==> config.mk <==
export PLATFORM = sky130hd
export DESIGN_NAME = fnm_clk_div
export DESIGN_NICKNAME = d
export VERILOG_FILES = /design/src/rtl/fnm_pkg.sv /design/src/rtl/fnm_cfg_check.sv /design/src/rtl/fnm_phase_acc.sv /design/src/rtl/fnm_edge_gen.sv /design/src/rtl/fnm_clk_div.sv
export SDC_FILE = /design/constraint.sdc
export NUM_CORES = 1
export LEC_CHECK = 0
export ABC_CLOCK_PERIOD_IN_PS = 12390
export BUFFER_PORTS_ARGS = -buffer_cell sky130_fd_sc_hd__buf_2
export CORE_ASPECT_RATIO = 1.5
export CORE_MARGIN = 4
export CORE_UTILIZATION = 37
export CTS_CLUSTER_DIAMETER = 60
export DETAILED_ROUTE_END_ITERATION = 16
export SETUP_SLACK_MARGIN = 0.4
export SYNTH_ARGS = -nofsm -noshare
export SYNTH_HDL_FRONTEND = slang
export SYNTH_SLANG_ARGS = --single-unit
==> constraint.sdc <==
create_clock -name clk_i -period 12.39 [get_ports clk_i]
set_input_delay 1.239 -clock clk_i [delete_from_list [all_inputs] [get_ports clk_i]]
set_output_delay 1.239 -clock clk_i [all_outputs]
set_load 0.005 [all_outputs]
==> src/rtl/fnm_pkg.sv <==
package fnm_pkg;
   // Ratio validity: a zero denominator or a step of 2N above M is refused.
   function automatic logic ratio_bad(input logic [31:0] n, input logic [31:0] m);
      return (m == 32'd0) || ((n << 1) > m);
   endfunction
endpackage

==> src/rtl/fnm_cfg_check.sv <==
module fnm_cfg_check #(
   parameter int CNT_W = 16
) (
   input  logic [CNT_W-1:0] n_i,
   input  logic [CNT_W-1:0] m_i,
   output logic             bad_o
);
   localparam int EXT_W = 32 - CNT_W;

   initial begin
      assert (CNT_W >= 2 && CNT_W <= 30) else $error("CNT_W out of range");
   end

   always_comb begin
      bad_o = fnm_pkg::ratio_bad({{EXT_W{1'b0}}, n_i}, {{EXT_W{1'b0}}, m_i});
   end
endmodule

==> src/rtl/fnm_phase_acc.sv <==
module fnm_phase_acc #(
   parameter int CNT_W = 16
) (
   input  logic             clk_i,
   input  logic             rst_i,
   input  logic             en_i,
   input  logic             hold_i,
   input  logic [CNT_W-1:0] n_i,
   input  logic [CNT_W-1:0] m_i,
   output logic             wrap_o
);
   localparam int SUM_W = CNT_W + 2;

   logic [CNT_W-1:0] acc_q;
   logic [SUM_W-1:0] sum;
   logic [SUM_W-1:0] sum_red;
   logic             over;

   always_comb begin
      sum     = {2'b00, acc_q} + {1'b0, n_i, 1'b0};
      over    = (sum >= {2'b00, m_i});
      sum_red = sum - {2'b00, m_i};
      wrap_o  = en_i && !hold_i && over;
   end

   always_ff @(posedge clk_i) begin
      if (rst_i || !en_i) begin
         acc_q <= '0;
      end else if (!hold_i) begin
         acc_q <= over ? sum_red[CNT_W-1:0] : sum[CNT_W-1:0];
      end
   end

   AST_ACC_HOLD: assert property (@(posedge clk_i) disable iff (rst_i)
      (en_i && hold_i) |=> (acc_q == $past(acc_q))) else $error("acc moved in hold");

   AST_ACC_CLEAR: assert property (@(posedge clk_i) disable iff (rst_i)
      !en_i |=> (acc_q == '0)) else $error("acc not cleared");
endmodule

==> src/rtl/fnm_edge_gen.sv <==
module fnm_edge_gen (
   input  logic clk_i,
   input  logic rst_i,
   input  logic en_i,
   input  logic bad_i,
   input  logic wrap_i,
   output logic bclk_o,
   output logic stb_o,
   output logic err_o
);
   logic bclk_q, stb_q, err_q;

   always_ff @(posedge clk_i) begin
      if (rst_i || !en_i) begin
         bclk_q <= 1'b0;
         stb_q  <= 1'b0;
         err_q  <= 1'b0;
      end else if (bad_i) begin
         stb_q  <= 1'b0;
         err_q  <= 1'b1;
      end else begin
         err_q  <= 1'b0;
         stb_q  <= wrap_i && !bclk_q;
         if (wrap_i) bclk_q <= !bclk_q;
      end
   end

   assign bclk_o = bclk_q;
   assign stb_o  = stb_q;
   assign err_o  = err_q;

   AST_STB_ON_RISE: assert property (@(posedge clk_i) disable iff (rst_i)
      stb_q |-> (bclk_q && !$past(bclk_q))) else $error("strobe without rise");

   AST_RISE_HAS_STB: assert property (@(posedge clk_i) disable iff (rst_i)
      $rose(bclk_q) |-> stb_q) else $error("rise without strobe");

   AST_ERR_HOLDS_LEVEL: assert property (@(posedge clk_i) disable iff (rst_i)
      err_q |-> ($stable(bclk_q) && !stb_q)) else $error("output moved under error");

   AST_OFF_IS_LOW: assert property (@(posedge clk_i) disable iff (rst_i)
      !en_i |=> (!bclk_q && !stb_q && !err_q)) else $error("outputs not low when off");
endmodule

==> src/rtl/fnm_clk_div.sv <==
module fnm_clk_div #(
   parameter int CNT_W = 16
) (
   input  logic             clk_i,
   input  logic             rst_i,
   input  logic             en_i,
   input  logic [CNT_W-1:0] ratio_n_i,
   input  logic [CNT_W-1:0] ratio_m_i,
   output logic             bclk_o,
   output logic             bclk_stb_o,
   output logic             cfg_err_o
);
   logic bad;
   logic wrap;

   fnm_cfg_check #(.CNT_W(CNT_W)) u_cfg (
      .n_i   (ratio_n_i),
      .m_i   (ratio_m_i),
      .bad_o (bad)
   );

   fnm_phase_acc #(.CNT_W(CNT_W)) u_acc (
      .clk_i  (clk_i),
      .rst_i  (rst_i),
      .en_i   (en_i),
      .hold_i (bad),
      .n_i    (ratio_n_i),
      .m_i    (ratio_m_i),
      .wrap_o (wrap)
   );

   fnm_edge_gen u_edge (
      .clk_i  (clk_i),
      .rst_i  (rst_i),
      .en_i   (en_i),
      .bad_i  (bad),
      .wrap_i (wrap),
      .bclk_o (bclk_o),
      .stb_o  (bclk_stb_o),
      .err_o  (cfg_err_o)
   );
endmodule

==> reports/summary.txt, run 1 <==
Placed Instances - 440
Layout cells sized above 1 - 16.7%
Cells after Synth - 328
Worst VDD drop - 45.7 uV
Routability cong. - 0.901
Number of global-route vias before repair - 2617
Fmax - 183 MHz
Syn_area_per_cell - 8.17 um^2
Post-synth EDFFs - 0
Core area - 6940 um^2
Drt initial violations - 113
Post-CTS Setup Repair Bufs - 0
Number of synthesized register bits - 19
Endpoints failing hold - 0
Layout filler cell count - 722
Clock Sinks - 19
# port buffers - 37
Final nets - 450
Core Rows - 37
Hold WC Path Type - reg2reg
Async SR Flop Fraction - 0%
Clock transition at the registers of the reported paths - 0.09 ns
Detail Route met3 WL - 276 um
Worst slew margin - 40.1%
Initial Util - 38.6%
Critical Path Sink Type - register
First-pass GRT wire length - 12.4 mm
LEAKAGE - 1.40 nW
Max Cap Viol - 0
Crit share post-route - 44.0%
H-tree depth - 1
Final setup viols - 0
Yosys cell types - 59
Final Non-Filler Cells - 444
ANT cells - 0
Die ar. - 8690 um^2
I/O pin cnt - 38
Mapped Nets - 411
Cell area after layout - 2980 um^2
Register area share after synthesis - 14.2%
DPL Wire Length - 6.52 mm
Cts repair resizes - 0
Total grt overflow - 0
Die W - 77.5 um
Final Util - 42.9%
Setup TNS - 0 ns
WL per Instance - 17.2 um
GRT Total Usage - 17.8%
Die Y - 112 um
Routed wl met2 - 4.10 mm
CTS Buf Count - 3
Hold_ws - 0.456 ns
Fin crit period - 5.46 ns
Yosys warns - 0
Pin count of the biggest net entering global routing - 17
RSZ-0062 raised after global routing - false
CTS tree - done
DRT Pass-1 Iters - 4
Most used DFF post-synth - dfxtp_1
Critical path class - in2reg
Crit path launch type - input port
Mapped Area - 2680 um^2
Avg Vias per Cell - 5.71
Worst-Margin Slew - 0.899 ns
Wirelength, routed - 7.65 mm
Met1 wire length - 3.06 mm
Initial antenna violation count - 0
Bufs on Longest Clock Path - 2
Worst EP required - 12.53 ns
Via count - 2537
Worst Slack Setup Final - 6.93 ns
Worst skew pair latency - 0.27 ns
Pwr dens - 115 nW/um^2
DRC - 0
Final Power - 0.341 mW
Place WS - 6.64 ns
Layout area overhead - 11.1%
Hold_buf cts - 0
WP data arrival - 5.59 ns
Fin. max-slew vios - 0
Largest fanout on the critical path - 11
Clk root buf - clkbuf_8
Status - finished, final reports clean
Top Layer Used - met4
Worst R2R Setup Slack - 7.70 ns
Clock skew - 0.00537 ns
Dpl cell area - 2930 um^2
Number of routed nets with antenna violations - 0
[routing by layer]
metal  GRT usage [%]  vias to the layer above
met5               0                        -
met4            6.41                        0
met3            2.65                       14
met2            34.6                       46
met1            19.0                     1186
li1                -                     1291
[worst paths after layout]
check,end,startpoint,cells past startpoint
worst max-delay path,u_acc.acc_q[12],ratio_n_i[0],20
worst min-delay path,u_acc.acc_q[7],u_acc.acc_q[7],2
worst max register to register,u_acc.acc_q[12],u_acc.acc_q[1],19
worst min register to register,u_acc.acc_q[7],u_acc.acc_q[7],2
[placed cells by master, fill, tap and decap left out, types with 7 or more instances in the layout]
cell,count
o21ai_0,11
ha_1,46
buf_2,37
nor3_1,9
a21oi_1,27
nor2_1,7
a21o_1,11
dfxtp_1,19
mux2i_1,15
inv_1,25
nand2_1,25
xnor2_1,20
o21ai_1,18
[registers in the layout (all words and copies together) (netlist names)]
signal / flops
u_edge.stb_o: 1
u_edge.bclk_o: 1
u_edge.err_o: 1
u_acc.acc_q: 16
[critical path: stages]
cell	delay, ns
buf_2	0.11
ha_1	0.23
inv_1	0.08
fa_1	0.19
nand2b_1	0.15
a21oi_2	0.08
o31a_4	0.40
a21o_2	0.22
a21oi_1	0.19
xnor2_1	0.17
ha_1	0.32
a21o_1	0.20
a21o_1	0.20
a2111oi_0	0.41
o21a_1	0.19
nor2_2	0.04
a21oi_2	0.53
buf_4	0.34
mux2i_1	0.23
o21ai_1	0.07
[cells in the mapped netlist, drive strengths merged (2+ instances only)]
| cell | n | area (um^2) |
|---|---|---|
| ha | 46 | 576 |
| a21oi | 30 | 158 |
| o21ai | 30 | 154 |
| inv | 25 | 93.8 |
| nand2 | 25 | 93.8 |
| xnor2 | 20 | 175 |
| dfxtp | 19 | 380 |
| mux2i | 15 | 150 |
| a21o | 12 | 91.3 |
| nor3 | 9 | 45.0 |
| nor2 | 8 | 32.5 |
| nand2b | 6 | 37.5 |
| nand3 | 6 | 30.0 |
| nand4 | 6 | 37.5 |
| nor2b | 6 | 37.5 |
| nor4 | 6 | 37.5 |
| o21bai | 6 | 45.0 |
| and3 | 5 | 32.5 |
| xor2 | 5 | 43.8 |
| a2111oi | 3 | 45.1 |
| a211o | 3 | 27.5 |
| a31oi | 3 | 18.8 |
| buf | 3 | 38.8 |
| o211ai | 3 | 27.5 |
| a211oi | 2 | 20.0 |
| fa | 2 | 40.0 |
| nand3b | 2 | 15.0 |
| o21a | 2 | 15.0 |
| or2 | 2 | 12.5 |
| or3 | 2 | 15.0 |
[logic make-up (layout without fill, tap and decap cells)]
kind of cell | Yosys count | after routing | synth area share [%]
AO/OA/AOI/OAI | 106 | 106 | 27.2
adder cells (fa/ha/maj) | 48 | 48 | 23.0
buffers and inverters | 29 | 67 | 5.09
multiplexers | 15 | 15 | 5.60
AND/OR/NAND/NOR | 86 | 86 | 16.8
flip-flops | 19 | 19 | 14.2
XOR/XNOR | 25 | 25 | 8.17
[final cells by class]
type	count	area [um^2]	area share (%)
multi-input combinational	280	2170	72.8
sequential	19	380	12.8
timing repair buffer	38	193	6.47
tap	78	97.6	3.28
inverter	25	93.8	3.15
clock buffer	3	41.3	1.39
clock inverter	1	5.00	0.168
[power breakdown]
| group | switching [mW] | internal [mW] | total (mW) |
|---|---|---|---|
| combinational | 0.127 | 0.0980 | 0.225 |
| sequential | 0.00308 | 0.0665 | 0.0696 |
| clock | 0.0246 | 0.0225 | 0.0471 |
(Power assumes the default switching activity.)
==> run 2: changes to the inputs <==
--- a/config.mk
+++ b/config.mk
@@ -5,7 +5,7 @@
 export SDC_FILE = /design/constraint.sdc
 export NUM_CORES = 1
 export LEC_CHECK = 0
-export ABC_CLOCK_PERIOD_IN_PS = 12390
+export ABC_CLOCK_PERIOD_IN_PS = 5600
 export BUFFER_PORTS_ARGS = -buffer_cell sky130_fd_sc_hd__buf_2
 export CORE_ASPECT_RATIO = 1.5
 export CORE_MARGIN = 4
==> constraint.sdc (replaced) <==
create_clock -name clk_i -period 5.6 [get_ports clk_i]
set_input_delay 0.56 -clock clk_i [delete_from_list [all_inputs] [get_ports clk_i]]
set_output_delay 0.56 -clock clk_i [all_outputs]
set_load 0.005 [all_outputs]
==> run 2 against run 1 <==
  * Worst setup slack lost 5.7 ns
  * Sequential cell count is the same
  * Worst hold slack gained 0.0025 ns
  * Core utilization is the same
  * Sequential power grew 120%
  * Die area is the same
  * Clock-buffer cell count is the same
  * Via count grew 1.4%
  * Routed wire length is essentially flat
  * Clock power grew 130%
  * Critical endpoint is now u_acc.acc_q[11]
  * Highest routed layer unchanged
==> reports/summary.txt, run 2 (synthesis gave the netlist of run 1 again) <==
Core Rows - 37 (unchanged)
Avg Vias per Cell - 5.79 (+1.4%)
Clock Sinks - 19 (unchanged)
WL per Instance - 17.2 um (about the same)
Clock skew - 0.00815 ns (+0.00278 ns)
Core area - 6940 um^2 (unchanged)
Setup TNS - 0 ns (unchanged)
Final Power - 0.758 mW (+120%)
Endpoints failing hold - 0 (unchanged)
Worst slew margin - 37.2% (-2.8 points)
Routability cong. - 0.908 (+0.73%)
Number of routed nets with antenna violations - 0 (unchanged)
Dpl cell area - 2930 um^2 (unchanged)
Final Util - 42.9% (unchanged)
Reg2Reg Launch Point - u_acc.acc_q[1]
Layout cells sized above 1 - 16.7% (unchanged)
Buf+Inv Stages, Crit Path - 3 (unchanged)
Critical R2R Capture - u_acc.acc_q[11]
Hold_ws - 0.459 ns (+0.00247 ns)
Gate power share - 65.5% (-0.3 points)
Die ar. - 8690 um^2 (unchanged)
Worst skew pair latency - 0.27 ns (about the same)
Pin count of the biggest net entering global routing - 20 (+3)
CTS tree - done
Layout area overhead - 11.1% (unchanged)
GRT Total Usage - 18.0% (+0.17 points)
Clock transition at the registers of the reported paths - 0.09 ns (about the same)
Crit share post-route - 77.7%
H-tree depth - 1 (unchanged)
Critical path class - in2reg
Pwr dens - 255 nW/um^2 (+120%)
Hold WC Path Type - reg2reg
Total grt overflow - 0 (unchanged)
Fin. max-slew vios - 0 (unchanged)
Drt initial violations - 85 (-25%)
Initial Util - 38.6% (unchanged)
Crit path cell chain - buf_2 > ha_1 > inv_1 > fa_1 > nand2b_1 > a21oi_2 > o31a_4 > a21o_2 > a21oi_1 > xnor2_1 > ha_1 > a21o_1 > a21o_1 > a2111oi_0 > o21a_1 > nor2_2 > a21oi_2 > buf_4 > mux2i_1 > o21ai_1
Die W - 77.5 um (unchanged)
Status - finished, final reports clean
Slowest CP cell - a2111oi_0
Max stage delay on crit path - 0.41 ns (-0.12 ns)
Max Cap Viol - 0 (unchanged)
LEAKAGE - 1.40 nW (unchanged)
Worst EP required - 5.74 ns (-6.79 ns)
Power share of the sequential group - 20.2% (-0.2 points)
Hold depth - 2 (unchanged)
Wirelength, routed - 7.65 mm (about the same)
Cell area after layout - 2980 um^2 (unchanged)
Initial antenna violation count - 0 (unchanged)
Critical Path Sink Type - register
ANT cells - 0 (unchanged)
Largest register FFs - 16 (unchanged)
Clock Power Share - 14.2% (+0.4 points)
Switching share of power - 45.5% (+0.28 points)
Post-CTS Setup Repair Bufs - 0 (unchanged)
DRT Pass-1 Iters - 4 (unchanged)
Net load switching power - 0.345 mW (+120%)
Largest fanout on the critical path - 19 (+8)
Worst VDD drop - 120 uV (+160%)
First-pass GRT wire length - 12.4 mm (-0.16%)
Commonest non-fill, non-tap cell in the layout - ha_1
DRC - 0 (unchanged)
WP data arrival - 4.49 ns (-1.10 ns)
RSZ-0062 raised after global routing - false
CP top delay family - compound AO/OA/AOI/OAI gates
WHS Endpoint - u_acc.acc_q[10]
Layout filler cell count - 735 (+1.8%)
Final nets - 450 (unchanged)
Worst R2R Setup Slack - 1.32 ns (-6.38 ns)
Final setup viols - 0 (unchanged)
Via count - 2572 (+1.4%)
Worst-Margin Slew - 0.941 ns (+0.0423 ns)
CTS Buf Count - 3 (unchanged)
Fmax - 230 MHz
DPL Wire Length - 6.33 mm (-2.9%)
Pint - 0.413 mW (+120%)
Hold_buf cts - 0 (unchanged)
Cts repair resizes - 0 (unchanged)
Hold Startpoint - u_acc.acc_q[10]
Worst reg2reg path depth - 19 (unchanged)
Number of global-route vias before repair - 2644 (+1.0%)
Die Y - 112 um (unchanged)
Biggest register - u_acc.acc_q
# port buffers - 37 (unchanged)
Fin crit period - 4.35 ns
Bufs on Longest Clock Path - 2 (unchanged)
Clk root buf - clkbuf_8
Crit path launch type - input port
I/O pin cnt - 38 (unchanged)
Commonest non-fill, non-tap cells in the layout - 46 x ha_1, 37 x buf_2, 27 x a21oi_1, 25 x inv_1, 25 x nand2_1
-- run 2: cell counts in the layout (fill, tap and decap cells not counted) --
No cell type changed its count.
-- run 2: cell type report --
class                      instances  area [um^2]  area share [%]
inverter                          25         93.8            3.15
multi-input combinational        280         2170            72.8
clock buffer                       3         41.3            1.39
sequential                        19          380            12.8
timing repair buffer              38          193            6.47
tap                               78         97.6            3.28
clock inverter                     1         5.00           0.168
-- run 2: per-stage QoR --
step	std cells	setup slack (ns)
global placement	440	1.01
CTS	444	1.21
detailed placement	440	0.925
floorplan	328	1.46
global route	444	0.921
finish	444	1.25
-- run 2: metal layers --
metal / up-vias / part of all wire [%] / GRT usage [%]
li1: 1293 / - / -
met1: 1201 / 41 / 20.4
met2: 63 / 53 / 33.8
met3: 15 / 3.2 / 1.77
met4: 0 / 3.1 / 7.24
met5: - / 0 / 0
-- run 2: worst max path at each step --
stage / start / to / slack [ns] / cells past startpoint
6_report: ratio_n_i[0] / u_acc.acc_q[11] / 1.25 / 20
2_1_floorplan: ratio_n_i[0] / u_acc.acc_q[10] / 1.46 / 20
3_5_place_dp: ratio_n_i[0] / u_acc.acc_q[11] / 0.92 / 20
3_3_place_gp: ratio_n_i[0] / u_acc.acc_q[11] / 1.01 / 20
4_1_cts: ratio_n_i[0] / u_acc.acc_q[11] / 1.21 / 20
5_1_grt: ratio_n_i[0] / u_acc.acc_q[12] / 0.92 / 20
-- run 2: power groups by stage --
stage / registers, mW / clock network [mW] / logic (mW)
floorplan: 0.155 / 0 / 0.392
global placement: 0.156 / 0 / 0.488
detailed placement: 0.157 / 0 / 0.492
CTS: 0.154 / 0.110 / 0.496
global route: 0.155 / 0.115 / 0.549
finish: 0.154 / 0.108 / 0.497
-- run 2: worst reg2reg max path, cell delays in order, from the launching register on --
cell,delay (ns)
dfxtp_1,0.35
ha_1,0.22
inv_1,0.07
fa_1,0.39
nand2b_1,0.20
a21oi_2,0.18
o31a_4,0.21
a21o_2,0.13
a21oi_1,0.06
xnor2_1,0.19
ha_1,0.32
a21o_1,0.20
a21o_1,0.20
a2111oi_0,0.41
o21a_1,0.19
nor2_2,0.04
a21oi_2,0.09
buf_4,0.33
mux2i_1,0.29
o21ai_1,0.08
